$ cat src/rtl/fps_pkg.sv
package fps_pkg;

  typedef enum logic [2:0] {
    ST_ARRAY      = 3'd0,
    ST_PROG       = 3'd1,
    ST_PROG_PROT  = 3'd2,
    ST_ERASE      = 3'd3,
    ST_ERASE_PROT = 3'd4,
    ST_SUSP       = 3'd5,
    ST_SPROG      = 3'd6,
    ST_SPROG_PROT = 3'd7
  } fps_state_e;

  typedef enum logic [1:0] {
    CMD_PROG    = 2'd0,
    CMD_ERASE   = 2'd1,
    CMD_SUSPEND = 2'd2,
    CMD_RESUME  = 2'd3
  } fps_cmd_e;

  typedef enum logic [1:0] {
    RES_NONE  = 2'd0,
    RES_PROG  = 2'd1,
    RES_ERASE = 2'd2
  } fps_res_e;

endpackage

$ cat src/rtl/fps_timer.sv
module fps_timer #(
  parameter int CNT_W = 6
) (
  input  logic             clk,
  input  logic             rst_n,
  input  logic             load,
  input  logic [CNT_W-1:0] load_val,
  input  logic             run,
  output logic             expired
);

  logic [CNT_W-1:0] cnt_q, cnt_d;
  logic             cnt_en;

  always_comb begin
    cnt_en = load | (run & (|cnt_q));
    cnt_d  = cnt_q;
    if (load) begin
      cnt_d = load_val;
    end else if (run && (cnt_q != '0)) begin
      cnt_d = cnt_q - 1'b1;
    end
  end

  always_ff @(posedge clk or negedge rst_n) begin
    if (!rst_n) begin
      cnt_q <= '0;
    end else if (cnt_en) begin
      cnt_q <= cnt_d;
    end
  end

  assign expired = run & (cnt_q == '0);

endmodule

$ cat src/rtl/fps_match.sv
module fps_match #(
  parameter int ADDR_W = 12,
  parameter int SECT_W = 3,
  localparam int NSECT = 1 << SECT_W
) (
  input  logic [ADDR_W-1:0] rd_addr,
  input  logic [ADDR_W-1:0] ref_addr,
  input  logic [NSECT-1:0]  sect_mask,
  output logic              addr_hit,
  output logic              sect_hit
);

  logic [SECT_W-1:0] rd_sect;

  assign rd_sect  = rd_addr[ADDR_W-1 -: SECT_W];
  assign addr_hit = (rd_addr == ref_addr);
  assign sect_hit = sect_mask[rd_sect];

endmodule

$ cat src/rtl/fps_ctrl.sv
module fps_ctrl
  import fps_pkg::*;
#(
  parameter int ADDR_W    = 12,
  parameter int SECT_W    = 3,
  parameter int PROG_TMO  = 24,
  parameter int ERASE_TMO = 40,
  localparam int NSECT    = 1 << SECT_W,
  localparam int TMAX     = (PROG_TMO > ERASE_TMO) ? PROG_TMO : ERASE_TMO,
  localparam int CNT_W    = $clog2(TMAX + 1)
) (
  input  logic              clk,
  input  logic              rst_n,
  input  logic              cmd_valid,
  input  logic [1:0]        cmd_code,
  input  logic [ADDR_W-1:0] cmd_addr,
  input  logic              cmd_b7,
  input  logic              tgt_prot,
  input  logic [NSECT-1:0]  cmd_sel,
  input  logic [NSECT-1:0]  prot_map,
  input  logic              op_done,
  input  logic              tmr_expired,
  output fps_state_e        state,
  output logic [ADDR_W-1:0] prog_addr,
  output logic              prog_b7,
  output logic [NSECT-1:0]  erase_set,
  output fps_res_e          last_res,
  output logic              tmr_load,
  output logic [CNT_W-1:0]  tmr_val
);

  localparam logic [CNT_W-1:0] P_LOAD = CNT_W'(PROG_TMO - 1);
  localparam logic [CNT_W-1:0] E_LOAD = CNT_W'(ERASE_TMO - 1);

  fps_state_e        st_q, st_d;
  fps_res_e          res_q, res_d;
  logic [ADDR_W-1:0] paddr_q;
  logic              pb7_q;
  logic [NSECT-1:0]  eff_q, eff_d;
  logic              prog_cap, erase_cap, res_en;
  logic              prog_cmd, erase_cmd, sus_cmd, res_cmd;

  assign prog_cmd  = cmd_valid && (cmd_code == CMD_PROG);
  assign erase_cmd = cmd_valid && (cmd_code == CMD_ERASE);
  assign sus_cmd   = cmd_valid && (cmd_code == CMD_SUSPEND);
  assign res_cmd   = cmd_valid && (cmd_code == CMD_RESUME);
  assign eff_d     = cmd_sel & ~prot_map;

  // next-state process
  always_comb begin
    st_d      = st_q;
    res_d     = res_q;
    prog_cap  = 1'b0;
    erase_cap = 1'b0;
    res_en    = 1'b0;
    tmr_load  = 1'b0;
    tmr_val   = '0;
    unique case (st_q)
      ST_ARRAY: begin
        if (prog_cmd) begin
          prog_cap = 1'b1;
          res_en   = 1'b1;
          res_d    = RES_NONE;
          if (tgt_prot) begin
            st_d     = ST_PROG_PROT;
            tmr_load = 1'b1;
            tmr_val  = P_LOAD;
          end else begin
            st_d = ST_PROG;
          end
        end else if (erase_cmd) begin
          erase_cap = 1'b1;
          res_en    = 1'b1;
          res_d     = RES_NONE;
          if (eff_d == '0) begin
            st_d     = ST_ERASE_PROT;
            tmr_load = 1'b1;
            tmr_val  = E_LOAD;
          end else begin
            st_d = ST_ERASE;
          end
        end
      end
      ST_PROG: begin
        if (op_done) begin
          st_d   = ST_ARRAY;
          res_en = 1'b1;
          res_d  = RES_PROG;
        end
      end
      ST_PROG_PROT: begin
        if (tmr_expired) begin
          st_d   = ST_ARRAY;
          res_en = 1'b1;
          res_d  = RES_NONE;
        end
      end
      ST_ERASE: begin
        if (op_done) begin
          st_d   = ST_ARRAY;
          res_en = 1'b1;
          res_d  = RES_ERASE;
        end else if (sus_cmd) begin
          st_d = ST_SUSP;
        end
      end
      ST_ERASE_PROT: begin
        if (tmr_expired) begin
          st_d   = ST_ARRAY;
          res_en = 1'b1;
          res_d  = RES_NONE;
        end
      end
      ST_SUSP: begin
        if (res_cmd) begin
          st_d = ST_ERASE;
        end else if (prog_cmd) begin
          prog_cap = 1'b1;
          if (tgt_prot) begin
            st_d     = ST_SPROG_PROT;
            tmr_load = 1'b1;
            tmr_val  = P_LOAD;
          end else begin
            st_d = ST_SPROG;
          end
        end
      end
      ST_SPROG: begin
        if (op_done) st_d = ST_SUSP;
      end
      ST_SPROG_PROT: begin
        if (tmr_expired) st_d = ST_SUSP;
      end
      default: st_d = ST_ARRAY;
    endcase
  end

  // register process
  always_ff @(posedge clk or negedge rst_n) begin
    if (!rst_n) begin
      st_q    <= ST_ARRAY;
      res_q   <= RES_NONE;
      paddr_q <= '0;
      pb7_q   <= 1'b0;
      eff_q   <= '0;
    end else begin
      st_q <= st_d;
      if (res_en) res_q <= res_d;
      if (prog_cap) begin
        paddr_q <= cmd_addr;
        pb7_q   <= cmd_b7;
      end
      if (erase_cap) eff_q <= eff_d;
    end
  end

  assign state     = st_q;
  assign prog_addr = paddr_q;
  assign prog_b7   = pb7_q;
  assign erase_set = eff_q;
  assign last_res  = res_q;

endmodule

$ cat src/rtl/fps_status.sv
module fps_status
  import fps_pkg::*;
(
  input  fps_state_e state,
  input  fps_res_e   last_res,
  input  logic       prog_b7,
  input  logic       addr_hit,
  input  logic       sect_hit,
  output logic       poll_bit
);

  always_comb begin
    poll_bit = 1'b0;
    unique case (state)
      ST_ARRAY: begin
        if (last_res == RES_PROG && addr_hit) begin
          poll_bit = prog_b7;
        end else if (last_res == RES_ERASE) begin
          poll_bit = sect_hit;
        end
      end
      ST_PROG, ST_PROG_PROT:       poll_bit = addr_hit & ~prog_b7;
      ST_ERASE, ST_ERASE_PROT:     poll_bit = 1'b0;
      ST_SUSP:                     poll_bit = sect_hit;
      ST_SPROG, ST_SPROG_PROT:     poll_bit = addr_hit ? ~prog_b7 : sect_hit;
      default:                     poll_bit = 1'b0;
    endcase
  end

endmodule

$ cat src/rtl/flash_poll_status.sv
module flash_poll_status
  import fps_pkg::*;
#(
  parameter int ADDR_W    = 12,
  parameter int DATA_W    = 16,
  parameter int SECT_W    = 3,
  parameter int STAT_BIT  = 7,
  parameter int PROG_TMO  = 24,
  parameter int ERASE_TMO = 40,
  localparam int NSECT    = 1 << SECT_W,
  localparam int TMAX     = (PROG_TMO > ERASE_TMO) ? PROG_TMO : ERASE_TMO,
  localparam int CNT_W    = $clog2(TMAX + 1)
) (
  input  logic              clk,
  input  logic              rst_n,
  input  logic              cmd_valid,
  input  logic [1:0]        cmd_code,
  input  logic [ADDR_W-1:0] cmd_addr,
  input  logic [DATA_W-1:0] cmd_data,
  input  logic [NSECT-1:0]  cmd_sel,
  input  logic [NSECT-1:0]  prot_map,
  input  logic              op_done,
  input  logic [ADDR_W-1:0] rd_addr,
  output logic              poll_bit,
  output logic              array_mode,
  output logic              erase_suspended
);

  logic [1:0]        rst_sync_q;
  logic              rst_s;
  fps_state_e        state;
  fps_res_e          last_res;
  logic [ADDR_W-1:0] prog_addr;
  logic              prog_b7;
  logic [NSECT-1:0]  erase_set;
  logic              tmr_load, tmr_expired, tmr_run;
  logic [CNT_W-1:0]  tmr_val;
  logic              addr_hit, sect_hit, tgt_prot;
  logic              unused_data;

  // asynchronous assert, synchronous release
  always_ff @(posedge clk or negedge rst_n) begin
    if (!rst_n) rst_sync_q <= 2'b00;
    else        rst_sync_q <= {rst_sync_q[0], 1'b1};
  end
  assign rst_s = rst_sync_q[1];

  assign tgt_prot    = prot_map[cmd_addr[ADDR_W-1 -: SECT_W]];
  assign unused_data = ^cmd_data;

  fps_ctrl #(
    .ADDR_W(ADDR_W), .SECT_W(SECT_W),
    .PROG_TMO(PROG_TMO), .ERASE_TMO(ERASE_TMO)
  ) u_ctrl (
    .clk(clk), .rst_n(rst_s),
    .cmd_valid(cmd_valid), .cmd_code(cmd_code), .cmd_addr(cmd_addr),
    .cmd_b7(cmd_data[STAT_BIT]), .tgt_prot(tgt_prot),
    .cmd_sel(cmd_sel), .prot_map(prot_map), .op_done(op_done),
    .tmr_expired(tmr_expired),
    .state(state), .prog_addr(prog_addr), .prog_b7(prog_b7),
    .erase_set(erase_set), .last_res(last_res),
    .tmr_load(tmr_load), .tmr_val(tmr_val)
  );

  assign tmr_run = (state == ST_PROG_PROT) || (state == ST_ERASE_PROT) ||
                   (state == ST_SPROG_PROT);

  fps_timer #(.CNT_W(CNT_W)) u_timer (
    .clk(clk), .rst_n(rst_s),
    .load(tmr_load), .load_val(tmr_val), .run(tmr_run),
    .expired(tmr_expired)
  );

  fps_match #(.ADDR_W(ADDR_W), .SECT_W(SECT_W)) u_match (
    .rd_addr(rd_addr), .ref_addr(prog_addr), .sect_mask(erase_set),
    .addr_hit(addr_hit), .sect_hit(sect_hit)
  );

  fps_status u_status (
    .state(state), .last_res(last_res), .prog_b7(prog_b7),
    .addr_hit(addr_hit), .sect_hit(sect_hit), .poll_bit(poll_bit)
  );

  assign array_mode      = (state == ST_ARRAY);
  assign erase_suspended = (state == ST_SUSP) || (state == ST_SPROG) ||
                           (state == ST_SPROG_PROT);

endmodule

$ cat config.mk
export PLATFORM = sky130hd
export DESIGN_NAME = flash_poll_status
export DESIGN_NICKNAME = d
export VERILOG_FILES = /design/src/rtl/fps_pkg.sv /design/src/rtl/fps_timer.sv /design/src/rtl/fps_match.sv /design/src/rtl/fps_ctrl.sv /design/src/rtl/fps_status.sv /design/src/rtl/flash_poll_status.sv
export SDC_FILE = /design/constraint.sdc
export NUM_CORES = 1
export LEC_CHECK = 0
export ABC_CLOCK_PERIOD_IN_PS = 1400
export BUFFER_PORTS_ARGS = -buffer_cell sky130_fd_sc_hd__buf_2
export CORE_ASPECT_RATIO = 1.1
export CORE_MARGIN = 2
export CORE_UTILIZATION = 40
export DETAILED_ROUTE_END_ITERATION = 7
export GPL_ROUTABILITY_DRIVEN = 1
export PLACE_DENSITY_LB_ADDON = 0.08
export SYNTH_ARGS = -nofsm -noshare
export SYNTH_HDL_FRONTEND = slang
export SYNTH_SLANG_ARGS = --single-unit
$ cat constraint.sdc
create_clock -name clk -period 1.4 [get_ports clk]
set_input_delay 0.21 -clock clk [delete_from_list [all_inputs] [get_ports clk]]
set_output_delay 0.21 -clock clk [all_outputs]
set_load 0.01 [all_outputs]
==> flow_summary.ini, run 1 <==
[placement]
place_congestion = 0.848
placed_area_mm2 = 0.00287
hpwlAfterDp_mm = 3.99
io_buffer_count = 49

[synthesis]
synthSimpleGateAreaFrac_pct = 19.2
synth_top_family_by_area = simple AND/OR/NAND/NOR gates
muxShareOfSynthArea_pct = 15.0
async_flop_share_pct = 100
synth_edf_count = 0
synth.top_cells.by_count = dfrtp_1 (34), nand2_1 (15), xnor2_1 (14)
yosysTopAreaCell = dfrtp_1
synth_seq_area_share_pct = 41.5
synthCells = 193
avgSynthCellArea_um2 = 10.6
synth-xor-area-share_pct = 6.83
ys_types = 56
synth.area.top_cells = dfrtp_1 (41%), mux2_2 (6.6%), xnor2_1 (6.0%)
synth_top_area_share_pct = 41.5
yosysMostFrequentCell = dfrtp_1
ys_ff_latch = 34
syn_nets = 257
synth_compound_area_share_pct = 13.8
ys_warn_count = 0
synthAdderAreaFrac_pct = 1.22
synth_ff_type = dfrtp_1
synth_area_mm2 = 0.00205

[finish]
drive_above_1_share_pct = 64.4
antennaDiodeCount = 0
finalInstanceArea_mm2 = 0.00360
layout.nets = 387
synthToLayoutAreaGrowth_pct = 75.4

[cts]
cts_made_buffers = 5
clk_pin_slew_ns = 0.07
cts_buffer_depth = 2
clkLatencyLatePin_ns = 0.29
cts.htree.levels = 2
clockRootBuffer = clkbuf_8
cts_tree = yes
clkSinkCount = 34

[routing]
routed_via_density = 5.27
vias = 2008
dr.pass1.iters = 4
ant_nets = 0
wl_per_cell_um = 16.2
drc = 0
drt_wl_total_mm = 6.16
drt-initial-drc-count = 66

[sta]
finalHoldViolations = 0
rsz0062_at_grt = true
maxSlewViolCount = 0
fmaxAchievable_ghz = 0.488
fin_worst_skew_ns = 0.00629
final-setup-viol-count = 35
holdWs_ns = 0.144
period_minus_slack_ns = 2.05
worst_pin_slew_ns = 0.567
fin_crit_sh_pct = 146
slew_headroom_pct = 62.1
fin_ws_ns = -0.648

[die]
core-area_mm2 = 0.00497
ios = 65
start_util_pct = 41.3
die_h_um = 79.1
fp-row-count = 27
fp.dieW_um = 72.3
die_area_mm2 = 0.00572

[setup_path]
timing_worst_setup_path_type = flip-flop to output pin
start_kind = flip-flop
cp_data_arrival_time_ns = 1.84
worst-path-max-fanout = 3
r2r_setup_slack_ns = -0.42
end_kind = output pin
required_ns = 1.19

[status]
status = complete, but fails checks
failed_checks = negative setup slack

[grt]
grt-ovfl-total = 0
grt_pass1_wl_mm = 9.34
grt_max_degree = 27
antenna_found_initial = 0
grt_usage_pct = 21.1
grt_pass1_vias = 2014

[power]
p_switching_mw = 2.45
intPower_mw = 4.51
combinationalPowerShare_pct = 61.5
ir_drop_mv = 1.40
sequentialPowerShare_pct = 25.2
p_leak_nw = 1.67
p_sw_share_pct = 35.2
clock_power_share_pct = 13.3
power_density_mw_per_mm2 = 1940

[run]
drv_cap = 0

[worst_hold_path]
min_path_type = flip-flop to async pin
==> worst max-delay path, stage by stage (launching register included) <==
cell	delay (ns)
dfrtp_1	0.40
mux4_2	0.49
mux2i_4	0.21
nor4_2	0.07
a211oi_1	0.17
a31oi_1	0.06
buf_2	0.14
==> metal layers <==
layer | GRT usage, % | part of all wire, %
met4 | 7.17 | 2.0
met1 | 26.1 | 42
met5 | 0 | 0
met2 | 35.8 | 51
met3 | 4.95 | 4.6
==> final timing paths <==
kind	startpoint	end	cells after the start
worst max-delay path	u_ctrl.erase_set[2]	poll_bit	6
worst min register to register	rst_sync_q[1]	u_timer.cnt_q[3]	0
min in group clk	cmd_addr[0]	u_ctrl.prog_addr[0]	2
worst max register to register	u_ctrl.state[1]	u_ctrl.prog_addr[7]	8
max in group asynchronous	rst_sync_q[1]	u_ctrl.state[1]	1
worst min-delay path	rst_sync_q[1]	u_timer.cnt_q[3]	0
==> cell type report <==
cell class / instances / area, um^2
clock buffer: 6 / 82.6
clock inverter: 1 / 30.0
fill: 351 / 1370
inverter: 5 / 21.3
multi-input combinational: 148 / 1520
sequential: 34 / 853
tap: 58 / 72.6
timing repair buffer: 129 / 1020
==> cell families (layout without fill, tap and decap cells) <==
kind of cell	after synthesis	in the layout
multiplexers	22	22
other	1	1
buffers and inverters	11	141
AND/OR/NAND/NOR	67	67
adder cells (fa/ha/maj)	2	2
AO/OA/AOI/OAI	40	40
flip-flops	34	34
XOR/XNOR	16	16
==> sequential cells by signal, summed over array words and instances (netlist names) <==
signal / cells
rst_sync_q: 2
u_ctrl.erase_set: 8
u_ctrl.last_res: 2
u_ctrl.prog_addr: 12
u_ctrl.prog_b7: 1
u_ctrl.state: 3
u_timer.cnt_q: 6
==> stage by stage <==
stage	std cells	worst slack (ns)	TNS [ns]	util, %	power (mW)
finish	381	-0.648	-10.78	72.4	6.97
global route	381	-0.729	-13.11	72.4	7.36
CTS	374	-0.610	-11.14	68.6	6.48
detailed placement	347	-0.435	-6.89	57.8	4.62
global placement	347	-0.435	-6.55	57.8	4.59
floorplan	193	-0.232	-2.29	-	3.49
==> timing repair <==
action / CTS / global route
buffers inserted: 18 / 11
hold buffers: 1 / 0
endpoints found under the setup margin: 35 / 35
hold endpoints to repair: 2 / 0
pin swaps: 18 / 24
resized for setup: 60 / 34
cloned: 2 / 0
==> placed cells by master (no fill, tap or decap), types with 4 or more instances in the layout <==
cell      synthesis  layout
dfrtp_1          34      32
nand2_1          15       6
nand4_1           5       5
o21ai_1           2       7
a21o_1            4       4
buf_4             0      51
mux2_4            0      13
buf_6             0      21
xnor2_1          14      12
clkbuf_8          0       6
nor2_1           10       7
nand2b_1          9       9
mux4_2            2       4
buf_12            0       4
buf_2             4      48
o21ai_2           0       4
nand2_2           1       7
==> power groups by stage <==
stage                     registers [mW]  clock network, mW  logic, mW
after detailed placement            1.74                  0       2.88
after CTS                           1.73              0.938       3.81
after global placement              1.72                  0       2.87
after global routing                1.80              0.985       4.58
final                               1.75              0.930       4.28
after floorplan                     1.71                  0       1.78
No activity file was read; power rests on OpenSTA's default activity.
==> run 2: changes to the inputs <==
--- a/config.mk
+++ b/config.mk
@@ -5,7 +5,7 @@
 export SDC_FILE = /design/constraint.sdc
 export NUM_CORES = 1
 export LEC_CHECK = 0
-export ABC_CLOCK_PERIOD_IN_PS = 1400
+export ABC_CLOCK_PERIOD_IN_PS = 2600
 export BUFFER_PORTS_ARGS = -buffer_cell sky130_fd_sc_hd__buf_2
 export CORE_ASPECT_RATIO = 1.1
 export CORE_MARGIN = 2
@@ -13,6 +13,7 @@
 export DETAILED_ROUTE_END_ITERATION = 7
 export GPL_ROUTABILITY_DRIVEN = 1
 export PLACE_DENSITY_LB_ADDON = 0.08
+export SKIP_LAST_GASP = 1
 export SYNTH_ARGS = -nofsm -noshare
 export SYNTH_HDL_FRONTEND = slang
 export SYNTH_SLANG_ARGS = --single-unit
==> constraint.sdc (replaced) <==
create_clock -name clk -period 2.6 [get_ports clk]
set_input_delay 0.39 -clock clk [delete_from_list [all_inputs] [get_ports clk]]
set_output_delay 0.39 -clock clk [all_outputs]
set_load 0.01 [all_outputs]
==> run 2 against run 1 <==
Net effect: the flow now finishes without violations; register-to-register slack gained 0.83 ns; wire length fell by 27%; clock skew is 0.0018 ns lower; die area did not move; total power decreased by 65%; setup slack improved by 0.81 ns; utilization down 22 points; non-clock buffer count fell by 76; worst hold slack improved by 0.13 ns; clock power fell by 47%; global-route usage fell by 2.8 points; largest power group is now sequential cells; highest routed layer unchanged.
==> flow_summary.ini, run 2 (synthesis gave the netlist of run 1 again) <==
[cts]
cts_resized = 0
clkLatencyLatePin_ns = 0.29
clk_pin_slew_ns = 0.07
cts_buffer_depth = 2
clkSinkCount = 34
cts_made_buffers = 5
cts_setup_buffers = 0
clockRootBuffer = clkbuf_8
cts.htree.levels = 2
hold_buffers = 1
cts_tree = yes

[placement]
place_congestion = 0.799
hpwlAfterDp_mm = 3.48
pre_cts_ws_ns = 0.271
io_buffer_count = 49

[finish]
antennaDiodeCount = 0
post-route-util_pct = 50.1
nFillCells = 483
drive_above_1_share_pct = 33.5
layout_commonest_cell = buf_2
final_cell_mix = buf_2 (49), dfrtp_1 (34), nand2_1 (15), xnor2_1 (14), mux2_2 (12)
synthToLayoutAreaGrowth_pct = 21.3
layout.nets = 311
largest_register_ffs = 12

[run]
drv_cap = 0

[setup_path]
cp_data_arrival_time_ns = 2.05
cp-endpoint = poll_bit
critical_path.max_stage_delay_ns = 0.63
r2r_setup_slack_ns = 0.41
crit_chain = or4_1, o21ai_0, a211oi_1, a31oi_1, buf_2
start_kind = flip-flop
required_ns = 2.21
worstReg2RegStart = u_ctrl.state[1]
timing.rr.end = u_ctrl.state[1]
path_depth = 5
startpoint = u_ctrl.state[1]
timing_worst_setup_path_type = flip-flop to output pin
worst-r2r-cell-count = 5
worst_path_max_delay_cell = dfrtp_1
path_buf_inv = 1
crit_family = flip-flops
worst-path-max-fanout = 21
end_kind = output pin

[die]
start_util_pct = 41.3
core-area_mm2 = 0.00497
fp.dieW_um = 72.3
die_area_mm2 = 0.00572
fp-row-count = 27
die_h_um = 79.1
ios = 65

[routing]
wl_per_cell_um = 14.6
ant_nets = 0
dr.pass1.iters = 4
vias = 1632
drt_wl_total_mm = 4.47
drc = 0
drt-initial-drc-count = 60
routed_via_density = 5.33

[sta]
setup_tns_ns = 0
final-setup-viol-count = 0
fin_worst_skew_ns = 0.00445
fmaxAchievable_ghz = 0.409
maxSlewViolCount = 0
period_minus_slack_ns = 2.44
fin_ws_ns = 0.157
rsz0062_at_grt = false
slew_headroom_pct = 53.8
fin_crit_sh_pct = 94.0
worst_pin_slew_ns = 0.692
finalHoldViolations = 0
holdWs_ns = 0.276

[power]
power_density_mw_per_mm2 = 982
p_leak_nw = 1.10
ir_drop_mv = 0.373

[grt]
grt-ovfl-total = 0
grt_usage_pct = 18.3
antenna_found_initial = 0
grt_pass1_wl_mm = 8.14
grt_max_degree = 33
grt_pass1_vias = 1772

[worst_hold_path]
min_path_type = flip-flop to async pin

[status]
status = finished, final reports clean
-- run 2: final cells by class --
class	instances	area (um^2)	share of cell area [%]
Multi-Input combinational cell	148	1150	46.4
Tap cell	58	72.6	2.92
Clock buffer	5	68.8	2.77
Sequential cell	34	851	34.2
Inverter	5	18.8	0.755
Timing Repair Buffer	53	278	11.2
Clock inverter	3	45.0	1.81
-- run 2: how the worst min path moves through the flow --
| stage | startpoint | to | slack, ns | depth (start not counted) |
|---|---|---|---|---|
| 2_1_floorplan | rst_n | rst_sync_q[0] | 0.09 | 0 |
| 3_3_place_gp | rst_n | rst_sync_q[0] | 0.18 | 1 |
| 3_5_place_dp | rst_n | rst_sync_q[0] | 0.18 | 1 |
| 4_1_cts | rst_sync_q[1] | u_ctrl.erase_set[4] | 0.30 | 1 |
| 5_1_grt | cmd_addr[1] | u_ctrl.prog_addr[1] | 0.31 | 2 |
| 6_report | rst_sync_q[1] | u_ctrl.erase_set[4] | 0.28 | 1 |
-- run 2: power breakdown --
| part | internal (mW) | switching (mW) |
|---|---|---|
| registers | 0.754 | 0.245 |
| logic | 0.510 | 0.445 |
| clock network | 0.285 | 0.204 |
-- run 2: stage by stage --
step           instances  power, mW  instance area (um^2)
4_1_cts              306       2.48                  2490
2_1_floorplan        193       1.73                  2050
3_3_place_gp         297       1.96                  2360
5_1_grt              306       2.67                  2490
3_5_place_dp         297       1.98                  2360
6_report             306       2.44                  2490
-- run 2: routing by layer --
layer | GRT usage, % | share of wire, % | wire length [um]
met1 | 22.7 | 44 | 1960
met2 | 31.3 | 50 | 2240
met3 | 3.93 | 4.6 | 204
met4 | 6.23 | 1.5 | 68
met5 | 0 | 0 | 0
-- run 2: worst reg2reg max path: stages, from the launching register on --
cell and delay [ns]:
dfrtp_1 0.79, inv_1 0.30, nand3_1 0.15, a21oi_1 0.08, o311ai_2 0.37, mux2_2 0.39
==> run 3: changes to the inputs <==
--- a/config.mk
+++ b/config.mk
@@ -5,6 +5,7 @@
 export SDC_FILE = /design/constraint.sdc
 export NUM_CORES = 1
 export LEC_CHECK = 0
+export ABC_AREA = 1
 export ABC_CLOCK_PERIOD_IN_PS = 2600
 export BUFFER_PORTS_ARGS = -buffer_cell sky130_fd_sc_hd__buf_2
 export CORE_ASPECT_RATIO = 1.1
@@ -17,3 +18,4 @@
 export SYNTH_ARGS = -nofsm -noshare
 export SYNTH_HDL_FRONTEND = slang
 export SYNTH_SLANG_ARGS = --single-unit
+export TNS_END_PERCENT = 100
==> run 3 against run 2 <==
Net effect: combinational power up 15%; global-route usage fell by 0.42 points; synthesized cell count is 65% higher; wire length grew 8.2%; clock skew up 0.0079 ns; critical path depth grew 6; first-iteration DRC count grew 47%; die area is 4.3% higher; clock power down 15%; sequential share of layout area is 1.3 points lower; worst hold slack worse by 0.011 ns; synthesized area grew 4.6%; largest cell class unchanged; highest routed layer unchanged.
==> flow_summary.ini, run 3 <==
[synthesis]
synth_edf_count = 0
ys_ff_latch = 34
syn_nets = 382
yosysTopAreaCell = dfrtp_1
synth_ff_type = dfrtp_1
ys_types = 25
synth.top_cells.by_count = nand2_1 (109), inv_1 (43), nor2_1 (39)
async_flop_share_pct = 100
synth_seq_area_share_pct = 39.7
yosysMostFrequentCell = nand2_1
synth.area.top_cells = dfrtp_1 (40%), nand2_1 (19%), inv_1 (7.5%)
synth_area_mm2 = 0.00214
ys_warn_count = 0
synthCells = 318
avgSynthCellArea_um2 = 6.74
synth_top_area_share_pct = 39.7

[power]
ir_drop_mv = 0.348
power_mw = 2.43
power_density_mw_per_mm2 = 942
p_leak_nw = 1.44

[grt]
grt_pass1_wl_mm = 8.06
top_usage_layer = met2
grt_pass1_vias = 1850
grt-ovfl-total = 0
met1_usage_pct = 21.9
grt_max_degree = 33
use_met2_pct = 29.6
grt_use_met3_pct = 4.22
grt_usage_pct = 17.9
antenna_found_initial = 0

[finish]
drive_above_1_share_pct = 20.0
synthToLayoutAreaGrowth_pct = 20.5
finalInstanceArea_mm2 = 0.00258
layout_commonest_cell = nand2_1
antennaDiodeCount = 0
final_cell_mix = nand2_1 (109), buf_2 (49), inv_1 (43), nor2_1 (39), dfrtp_1 (34)
stdcell_count = 447
post-route-util_pct = 50.7
layout.nets = 438
largest_register_ffs = 12

[setup_path]
worst_path_max_delay_cell = dfrtp_1
cp_data_arrival_time_ns = 1.64
end_kind = output pin
crit_family = simple AND/OR/NAND/NOR gates
worst-path-max-fanout = 3
path_buf_inv = 2
required_ns = 2.21
start_kind = flip-flop
timing_worst_setup_path_type = flip-flop to output pin
crit_chain = nor2_1, nor2_1, nor2_1, nand2_1, nor2_1, nand3_1, nand2_1, nand2_1, inv_1, nand2_1, buf_2
critical_path.max_stage_delay_ns = 0.40

[routing]
drt_wl_total_mm = 4.84
vias = 2032
wl_per_cell_um = 10.8
drc = 0
ant_nets = 0
drt-initial-drc-count = 88
routed_via_density = 4.55
dr.pass1.iters = 5

[sta]
maxSlewViolCount = 0
fin_crit_sh_pct = 78.1
finalHoldViolations = 0
setup_tns_ns = 0
final-setup-viol-count = 0
fin_ws_ns = 0.569
fmaxAchievable_ghz = 0.492
fin_worst_skew_ns = 0.0123
period_minus_slack_ns = 2.03
holdWs_ns = 0.265
rsz0062_at_grt = false

[placement]
placed_area_mm2 = 0.00248
hpwlAfterDp_mm = 3.77
dpl.cell_count = 438
pre_cts_ws_ns = 0.754
place_congestion = 0.849
io_buffer_count = 49

[cts]
cts.htree.levels = 2
cts_tree = yes
clkSinkCount = 34
clockRootBuffer = clkbuf_8
cts_buffer_depth = 2
clkLatencyLatePin_ns = 0.29
cts_made_buffers = 5
cts_setup_buffers = 0
clk_pin_slew_ns = 0.08

[die]
fp.dieW_um = 73.8
start_util_pct = 42.0
die_h_um = 80.8
fp-row-count = 27
ios = 65
die_area_mm2 = 0.00596
core-area_mm2 = 0.00510

[status]
status = finished, final reports clean

[run]
drv_cap = 0

[worst_hold_path]
min_path_type = flip-flop to async pin
run 3: cell families (layout without fill, tap and decap cells):
logic type	Yosys count	count (layout)	share of synthesized area, %
compound gates	33	33	8.69
buf+inv	50	107	8.93
flops	34	34	39.7
other cells	1	1	0.175
simple gates	190	190	38.1
fa+ha+maj	2	2	1.17
xor+xnor	8	8	3.27
run 3: final cells by class:
class                      count  area (um^2)
multi-input combinational    234         1100
timing repair buffer          52          270
tap                           72         90.1
fill                         528         2520
sequential                    34          851
clock inverter                 2         12.5
inverter                      47          176
clock buffer                   6         82.6
run 3: repair_timing:
| item | CTS | global route |
|---|---|---|
| hold buffers | 1 | 0 |
| hold endpoints to repair | 2 | 0 |
| resized for setup | 0 | 0 |
run 3: path summary, 6_finish.rpt:
path,from,end,slack (ns),depth (start not counted)
worst max-delay path,u_ctrl.prog_addr[0],poll_bit,0.57,11
worst min-delay path,rst_sync_q[1],u_timer.cnt_q[5],0.26,1
worst max register to register,u_timer.cnt_q[0],u_ctrl.state[0],1.02,9
worst min register to register,rst_sync_q[1],u_timer.cnt_q[5],0.26,1
max in group asynchronous,rst_sync_q[1],u_timer.cnt_q[2],2.02,1
min in group clk,cmd_addr[1],u_ctrl.prog_addr[1],0.29,3
run 3: report_power, final:
group | switching (mW) | internal (mW) | leakage [nW]
clock network | 0.203 | 0.213 | 0.0472
registers | 0.163 | 0.756 | 0.423
logic | 0.674 | 0.424 | 0.972
total | 1.04 | 1.39 | 1.44
run 3: routing by layer:
layer	wire, um	up-vias
li1	-	1094
met1	2380	877
met2	2110	49
met3	235	12
met4	111	0
met5	0	-
